<file path="src/rtl/access_check_pkg.sv">
package access_check_pkg;

    localparam int AP_W             = 2;
    localparam int SUBPAGES         = 4;
    localparam int SUBPAGE_BASE_LSB = 4;
    localparam int SECTION_AP_LSB   = 10;
    localparam int DOMAIN_LSB       = 5;
    localparam int LARGE_SEL_LSB    = 14;
    localparam int SMALL_SEL_LSB    = 10;

    typedef enum logic [1:0] {
        L1_INVALID = 2'b00,
        L1_COARSE  = 2'b01,
        L1_SECTION = 2'b10,
        L1_FINE    = 2'b11
    } l1_kind_e;

    typedef enum logic [1:0] {
        L2_INVALID = 2'b00,
        L2_LARGE   = 2'b01,
        L2_SMALL   = 2'b10,
        L2_TINY    = 2'b11
    } l2_kind_e;

    typedef enum logic [1:0] {
        DOM_BLOCKED = 2'b00,
        DOM_CLIENT  = 2'b01,
        DOM_RSVD    = 2'b10,
        DOM_MANAGER = 2'b11
    } dom_mode_e;

    typedef enum logic [1:0] {
        FLT_NONE   = 2'b00,
        FLT_DOMAIN = 2'b01,
        FLT_PERM   = 2'b10
    } fault_e;

    typedef struct packed {
        logic user;
        logic write;
    } acc_kind_t;

    typedef struct packed {
        logic   allow;
        fault_e code;
    } verdict_t;

    // Permission field meaning for a client domain.
    function automatic logic ap_permits(logic [AP_W-1:0] ap, acc_kind_t acc);
        logic ok;
        case (ap)
            2'b00:   ok = !acc.user && !acc.write;
            2'b01:   ok = !acc.user;
            2'b10:   ok = !acc.user || !acc.write;
            default: ok = 1'b1;
        endcase
        return ok;
    endfunction

endpackage

</file>
<file path="src/rtl/domain_lookup.sv">
module domain_lookup
    import access_check_pkg::*;
#(
    parameter int NUM_DOMAINS = 16,
    localparam int IDX_W      = $clog2(NUM_DOMAINS),
    localparam int DCR_W      = 2 * NUM_DOMAINS
) (
    input  logic [DCR_W-1:0] dom_ctrl,
    input  logic [IDX_W-1:0] dom_idx,
    output dom_mode_e        mode
);

    logic [1:0] slot [NUM_DOMAINS];

    for (genvar d = 0; d < NUM_DOMAINS; d++) begin : g_slot
        assign slot[d] = dom_ctrl[2*d +: 2];
    end

    assign mode = dom_mode_e'(slot[dom_idx]);

endmodule

</file>
<file path="src/rtl/ap_select.sv">
module ap_select
    import access_check_pkg::*;
#(
    parameter int DESC_W = 32,
    parameter int VA_W   = 32,
    localparam int SEL_W = $clog2(SUBPAGES)
) (
    input  logic [DESC_W-1:0] l1_desc,
    input  logic [DESC_W-1:0] l2_desc,
    input  logic [VA_W-1:0]   va,
    output logic [AP_W-1:0]   ap,
    output logic              desc_ok
);

    logic [AP_W-1:0] sub_ap [SUBPAGES];
    l1_kind_e        k1;
    l2_kind_e        k2;

    for (genvar k = 0; k < SUBPAGES; k++) begin : g_sub
        assign sub_ap[k] = l2_desc[SUBPAGE_BASE_LSB + AP_W*k +: AP_W];
    end

    assign k1 = l1_kind_e'(l1_desc[1:0]);
    assign k2 = l2_kind_e'(l2_desc[1:0]);

    always_comb begin
        ap      = '0;
        desc_ok = 1'b1;
        case (k1)
            L1_INVALID: desc_ok = 1'b0;
            L1_SECTION: ap = l1_desc[SECTION_AP_LSB +: AP_W];
            default: begin
                case (k2)
                    L2_INVALID: desc_ok = 1'b0;
                    L2_LARGE:   ap = sub_ap[va[LARGE_SEL_LSB +: SEL_W]];
                    L2_SMALL:   ap = sub_ap[va[SMALL_SEL_LSB +: SEL_W]];
                    default:    ap = sub_ap[0];
                endcase
            end
        endcase
    end

    logic unused_bits;
    assign unused_bits = ^{l1_desc[DESC_W-1:12], l1_desc[9:2],
                           l2_desc[DESC_W-1:12], l2_desc[3:2],
                           va[VA_W-1:16], va[13:12], va[9:0]};

endmodule

</file>
<file path="src/rtl/access_check.sv">
module access_check
    import access_check_pkg::*;
#(
    parameter int NUM_DOMAINS = 16,
    parameter int DESC_W      = 32,
    parameter int VA_W        = 32,
    localparam int IDX_W      = $clog2(NUM_DOMAINS),
    localparam int DCR_W      = 2 * NUM_DOMAINS
) (
    input  logic              clk,
    input  logic              rst,
    input  logic              req_valid,
    input  logic [DESC_W-1:0] l1_desc,
    input  logic [DESC_W-1:0] l2_desc,
    input  logic [VA_W-1:0]   va,
    input  logic [DCR_W-1:0]  dom_ctrl,
    input  logic              is_user,
    input  logic              is_write,
    output logic              rsp_valid,
    output logic              allow,
    output logic [1:0]        fault
);

    dom_mode_e       mode;
    logic [AP_W-1:0] ap;
    logic            desc_ok;
    acc_kind_t       acc;
    verdict_t        verdict;

    domain_lookup #(.NUM_DOMAINS(NUM_DOMAINS)) i_dom (
        .dom_ctrl (dom_ctrl),
        .dom_idx  (l1_desc[DOMAIN_LSB +: IDX_W]),
        .mode     (mode)
    );

    ap_select #(.DESC_W(DESC_W), .VA_W(VA_W)) i_ap (
        .l1_desc (l1_desc),
        .l2_desc (l2_desc),
        .va      (va),
        .ap      (ap),
        .desc_ok (desc_ok)
    );

    assign acc = '{user: is_user, write: is_write};

    always_comb begin
        case (mode)
            DOM_BLOCKED, DOM_RSVD: verdict = '{allow: 1'b0, code: FLT_DOMAIN};
            default: begin
                if (!desc_ok)
                    verdict = '{allow: 1'b0, code: FLT_PERM};
                else if (mode == DOM_MANAGER || ap_permits(ap, acc))
                    verdict = '{allow: 1'b1, code: FLT_NONE};
                else
                    verdict = '{allow: 1'b0, code: FLT_PERM};
            end
        endcase
    end

    always_ff @(posedge clk) begin
        if (rst) begin
            rsp_valid <= 1'b0;
            allow     <= 1'b0;
            fault     <= FLT_NONE;
        end else begin
            rsp_valid <= req_valid;
            if (req_valid) begin
                allow <= verdict.allow;
                fault <= verdict.code;
            end
        end
    end

endmodule

</file>
<file path="config.mk">
export PLATFORM = sky130hd
export DESIGN_NAME = access_check
export DESIGN_NICKNAME = d
export VERILOG_FILES = /design/src/rtl/access_check_pkg.sv /design/src/rtl/domain_lookup.sv /design/src/rtl/ap_select.sv /design/src/rtl/access_check.sv
export SDC_FILE = /design/constraint.sdc
export NUM_CORES = 1
export LEC_CHECK = 0
export BUFFER_PORTS_ARGS = -buffer_cell sky130_fd_sc_hd__buf_2
export CAP_MARGIN = 20
export CORE_AREA = 8 8 61 63
export CTS_CLUSTER_DIAMETER = 30
export DETAILED_ROUTE_END_ITERATION = 8
export DIE_AREA = 0 0 69 71
export PLACE_DENSITY = 0.78
export SLEW_MARGIN = 25
export SYNTH_ARGS = -nofsm -noshare
export SYNTH_HDL_FRONTEND = slang
export SYNTH_SLANG_ARGS = --single-unit
</file>
<file path="constraint.sdc">
create_clock -name clk -period 2.2 [get_ports clk]
set_input_delay 0.44 -clock clk [delete_from_list [all_inputs] [get_ports clk]]
set_output_delay 0.44 -clock clk [all_outputs]
set_load 0.02 [all_outputs]
</file>
**After elaboration in Yosys (flattened, before gate mapping)**

Cells that the tools add are included.

- Flip-flop bits (word level): 4
- Input bits: 133

- Order comparisons: 3
- Eq/ne operators: 7
- Bitwise gates (word level): 3
- Reduce and logical (&&, ||, !) cells: 10
- Muxes and demuxes: 19

Operators with widths:

| kind | count |
|---|---|
| 2-bit two-way mux | 6 |
| 2-bit == test (second input constant) | 5 |
| 3-bit two-way mux | 3 |
| 2-bit binary-select mux with 2-bit select | 2 |
| 2-bit binary-select mux with 4-bit select | 1 |
| 2-bit zero test | 4 |
| 3-bit greater-or-equal comparator (second input constant) | 2 |
| 2-bit NOT with 3-bit output | 2 |
| 2-bit one-hot mux with 3 select lines | 1 |
| 5-bit greater-or-equal comparator (second input constant) | 1 |
| 4-bit NOT with 5-bit output | 1 |
| 2-bit by 1-bit == test with 1-bit output (second input constant) | 2 |
| 2-bit one-hot mux with 2 select lines | 1 |
| 1-bit two-way mux | 3 |
| 1-bit one-hot mux with 3 select lines | 1 |
| 1-bit zero test | 2 |
| 1-bit logical OR | 2 |
| 1-bit one-hot mux with 2 select lines | 1 |
| 2-bit OR reduction | 1 |
| 1-bit logical AND | 1 |

**Longest topological paths before layout**

- Depth after elaboration: 14
- Depth in mapped cells: 6
- Depth with buffers taken out: 6

**Hierarchy**

A second synthesis with hierarchy kept.

- Cell total of the unflattened synthesis: 67
- Area, all modules: 619.3 um^2

By module, submodules not included:

| module | instances | cells each | area an instance (um^2) |
|---|---|---|---|
| domain_lookup | 1 | 21 | 269.0 |
| ap_select | 1 | 28 | 187.7 |
| access_check | 1 | 18 | 162.7 |

**Least setup slack after synthesis**

No wires, ideal clock.

- Path kind: input to register
- Start: input l1_desc[5]
- End: register allow
- Setup time: 0.115 ns
- Arrival: 1.970 ns
- Path buffers: 1
- Stages on the path: 5
- Path slack: 0.115 ns
- Required time: 2.085 ns
- Cells stage by stage: buf_6 -> mux4_1 -> mux4_2 -> o221a_1 -> a31o_1

- Longest elaborated chain between the ends: 9
- Elaborated cells between the ends (all ways): 12
- Classes of those cells: eq/ne (2); mux (6); bitwise (1); reduce/logical (3)

Ends and longest elaborated chain:

| element | RTL line | text |
|---|---|---|
| start: declaration | access_check.sv:13 | `input logic [DESC_W-1:0] l1_desc,` |
| 4-bit NOT with 5-bit output (not written as such) (*) | domain_lookup.sv:19 | `assign mode = dom_mode_e'(slot[dom_idx]);` |
| 2-bit binary-select mux with 4-bit select (*) | domain_lookup.sv:19 |  |
| 2-bit two-way mux (not written as such) (*) (2 in series) | domain_lookup.sv:19 |  |
| 2-bit == test | access_check.sv:52 | `else if (mode == DOM_MANAGER \|\| ap_permits(ap, acc))` |
| 1-bit logical OR | access_check.sv:52 |  |
| 3-bit two-way mux | access_check.sv:52 |  |
| 3-bit two-way mux | access_check.sv:50 | `if (!desc_ok)` |
| 3-bit two-way mux (*) | access_check.sv:47 | `case (mode)` |
| end signal: assignment | access_check.sv:68 | `allow <= verdict.allow;` |
| end: declaration | access_check.sv:20 | `output logic allow,` |

Every way passes the cells marked *; elsewhere a longest branch is shown, timed or not. The select of a mux whose other input is x is not followed.
A chain may end at the register's enable or synchronous reset.

**Final worst setup path**

- Start: input va[14]
- End: register allow

- Longest elaborated chain between the ends: 14
- Elaborated cells between the ends (all ways): 16
- Classes of those cells: eq/ne (2); mux (11); bitwise (1); reduce/logical (2)

Ends and longest elaborated chain:

| element | RTL line | text |
|---|---|---|
| start: declaration | access_check.sv:15 | `input logic [VA_W-1:0] va,` |
| 2-bit NOT with 3-bit output (not written as such) (*) | ap_select.sv:35 | `L2_LARGE: ap = sub_ap[va[LARGE_SEL_LSB +: SEL_W]];` |
| 2-bit binary-select mux with 2-bit select (*) | ap_select.sv:35 |  |
| 2-bit two-way mux (not written as such) (*) (2 in series) | ap_select.sv:35 |  |
| 2-bit one-hot mux with 3 select lines (*) | ap_select.sv:33 | `case (k2)` |
| 2-bit one-hot mux with 2 select lines (*) | ap_select.sv:29 | `case (k1)` |
| 2-bit == test, or another cell as far along | access_check_pkg.sv:51 | `case (ap)` |
| 1-bit one-hot mux with 3 select lines (*) | access_check_pkg.sv:51 |  |
| 1-bit two-way mux (*) | access_check.sv:50 |  |
| 1-bit two-way mux (*) | access_check.sv:47 |  |
| 1-bit logical OR (*) | access_check.sv:52 |  |
| 3-bit two-way mux (*) | access_check.sv:52 |  |
| 3-bit two-way mux (*) | access_check.sv:50 |  |
| 3-bit two-way mux (*) | access_check.sv:47 |  |

Marks and branches as above.

==> qor.yml <==
global_route:
  grt_max_degree: 9
  antenna_found_initial: 0
  track_usage_pct: 8.65
  grt_pass1_wl_um: 3660
  first_global_vias: 874
  gr-total-overflow: 0
setup_path:
  required_ps: 2320
  path_delay_family: "compound AO/OA/AOI/OAI gates"
  end_kind: "flop"
  critPathBufInv: 1
  regToRegEndpoint: "allow"
  rrSetupSlack_ps: 1500
  r2r_cells: 2
  critical-path-slowest-cell: "mux4_2"
  critPathMaxStageDelay_ps: 490
  crit_arrival_ps: 2150
  cp_max_fo: 2
  crit_chain: "buf_2 > mux4_2 > a32oi_1 > o211ai_1 > maj3_2 > o221a_1 > a31o_1"
  rr_startpoint: "allow"
  startpoint_type: "input port"
  path_class: "input port to flop"
yosys:
  synthTopCellsByCount: "7 x mux4_1, 7 x mux4_2, 5 x nand2_1"
  ys_types: 22
  async_flop_share_pct: 0
  yosysWarnings: 0
  syn_inst: 44
  synth_area_leaders: "mux4_1 30%, mux4_2 26%, dfxtp_1 13%"
  yosysTopAreaCell: "mux4_1"
  syn-cell-area_um2: 606
  synthFlopType: "dfxtp_1"
  netlist.area_leader.share_pct: 30.4
  postSynthAreaPerCell_um2: 13.8
  ys_seq_area_share_pct: 13.2
  synth_fp_nets: 177
  synth_edf_count: 0
  ys_ff_latch: 4
timing:
  fin_setup_tns_ps: 0
  worst_slew_pin_slew_ps: 202
  rsz0062_at_grt: "no"
  clock_skew_ps: 0
  fmax_mhz: 494
  fin_crit_ps: 2020
  hold-worst-slack_ps: 415
  finalSetupViolCount: 0
  timing.slew.headroom_pct: 86.5
  slew_violations: 0
  fin_crit_sh_pct: 92.0
  hold_viol_final: 0
final_layout:
  design_area_um2: 970
  areaGrowthSynthToFinish_pct: 60.1
  fill_cells: 314
  n_antenna_cell: 0
  final_util_pct: 34.0
  drive_above_1_share_pct: 68.8
  final_nets: 244
run:
  maxCapViolCount: 0
clock_network:
  cts_tree: "yes"
  cts_sinks: 4
  cts_setup_buffers: 0
  insertion_delay_ps: 230
  htree_levels: 1
  cts_buffers: 3
  cts_buffer_depth: 2
  cts.repair.resized: 0
  clkTransAtPathRegs_ps: 40
  holdBufCountCts: 0
  cts-root-buf: "clkbuf_4"
die:
  die_h_um: 71
  die-area_um2: 4900
  io-pin-count: 137
  start_util_pct: 21.2
  core.rowCount: 20
  fp.dieW_um: 69
  core_um2: 2850
detailed_routing:
  drc_errors: 0
  drtIter0Drc: 48
  antenna_left: 0
  wl_per_cell_um: 14.5
  vias: 681
  first_pass_iters: 4
  totalWireLength_um: 2060
  drt-vias-per-instance: 4.80
hold_path:
  whs_endpoint: "fault[0]"
  hp-start: "rst"
  hold_path_depth: 2
  min_path_type: "input port to flop"
placement:
  place_hpwl_um: 1900
  placed_cell_area_um2: 947
  gp_congestion: 0.680
  port_buffers: 62
power:
  powerDensity_nw_per_um2: 335
  irDropWorstVdd_mv: 0.260
  leakage_nw: 0.476
run_status:
  status: "finished clean"
==> logic make-up (layout without fill, tap and decap cells) <==
group	Yosys count	after routing	synth area share (%)
buffers and inverters	4	69	5.37
adder cells (fa/ha/maj)	1	1	1.86
AND/OR/NAND/NOR	13	13	11.4
flip-flops	4	4	13.2
multiplexers	15	15	58.1
AO/OA/AOI/OAI	7	7	10.1
==> state kept, by name (all words and copies together), names as in the netlist <==
signal and cells:
allow 1, fault 2, rsp_valid 1
==> report_power, final <==
part	leakage (nW)	internal, mW	total, mW	switching [mW]
Clock	0.0138	0.0610	0.0911	0.0300
Sequential	0.0330	0.0782	0.0800	0.00180
Combinational	0.429	0.0964	0.153	0.0571
==> worst register-to-register path, stage by stage (launching register included) <==
cell,delay (ps)
dfxtp_1,290
nor3b_1,130
a31o_1,170
==> cell usage in the layout (no fill, tap or decap) <==
cell type / instances
a211oi_1: 1
a31o_1: 1
a32oi_1: 1
and3b_1: 1
buf_2: 62
buf_4: 2
clkbuf_4: 3
dfxtp_1: 4
inv_1: 2
maj3_2: 1
mux2i_1: 1
mux4_1: 7
mux4_2: 7
nand2_1: 5
nand3b_1: 1
nand4_1: 1
nor2_1: 2
nor2b_1: 2
nor3b_1: 1
o2111ai_1: 1
o211ai_1: 1
o221a_1: 1
o32ai_1: 1
==> stage by stage <==
stage	total power, mW	std cells	setup slack (ps)
after global routing	0.351	142	105
after CTS	0.331	142	149
after floorplan	0.164	44	115
after detailed placement	0.237	139	-94.6
after global placement	0.234	139	-69.7
final	0.325	142	176
==> worst max-delay path by stage <==
stage / startpoint / end / slack (ps) / depth (start not counted)
floorplan: l1_desc[5] / allow / 110 / 5
global placement: va[14] / allow / -70 / 7
detailed placement: va[14] / allow / -90 / 7
CTS: va[14] / allow / 150 / 7
global route: va[14] / allow / 110 / 7
finish: va[14] / allow / 180 / 7
==> layer usage <==
layer	up-vias	share of wire (%)	global-route usage [%]
li1	335	-	-
met3	0	8.4	3.64
met2	40	47	14.5
met5	-	0	0
met4	0	0	2.05
met1	306	45	9.87
==> final cells by class <==
class                   instances  area, um^2  area share, %
repair buffers                 64         325           33.5
clock buffers                   3        22.5           2.32
well taps                      33        41.3           4.26
multi-input cells              36         493           50.8
inverters                       2        7.51          0.774
flip-flops and latches          4        80.1           8.26
Note: power is estimated with default switching activity, not from simulation.
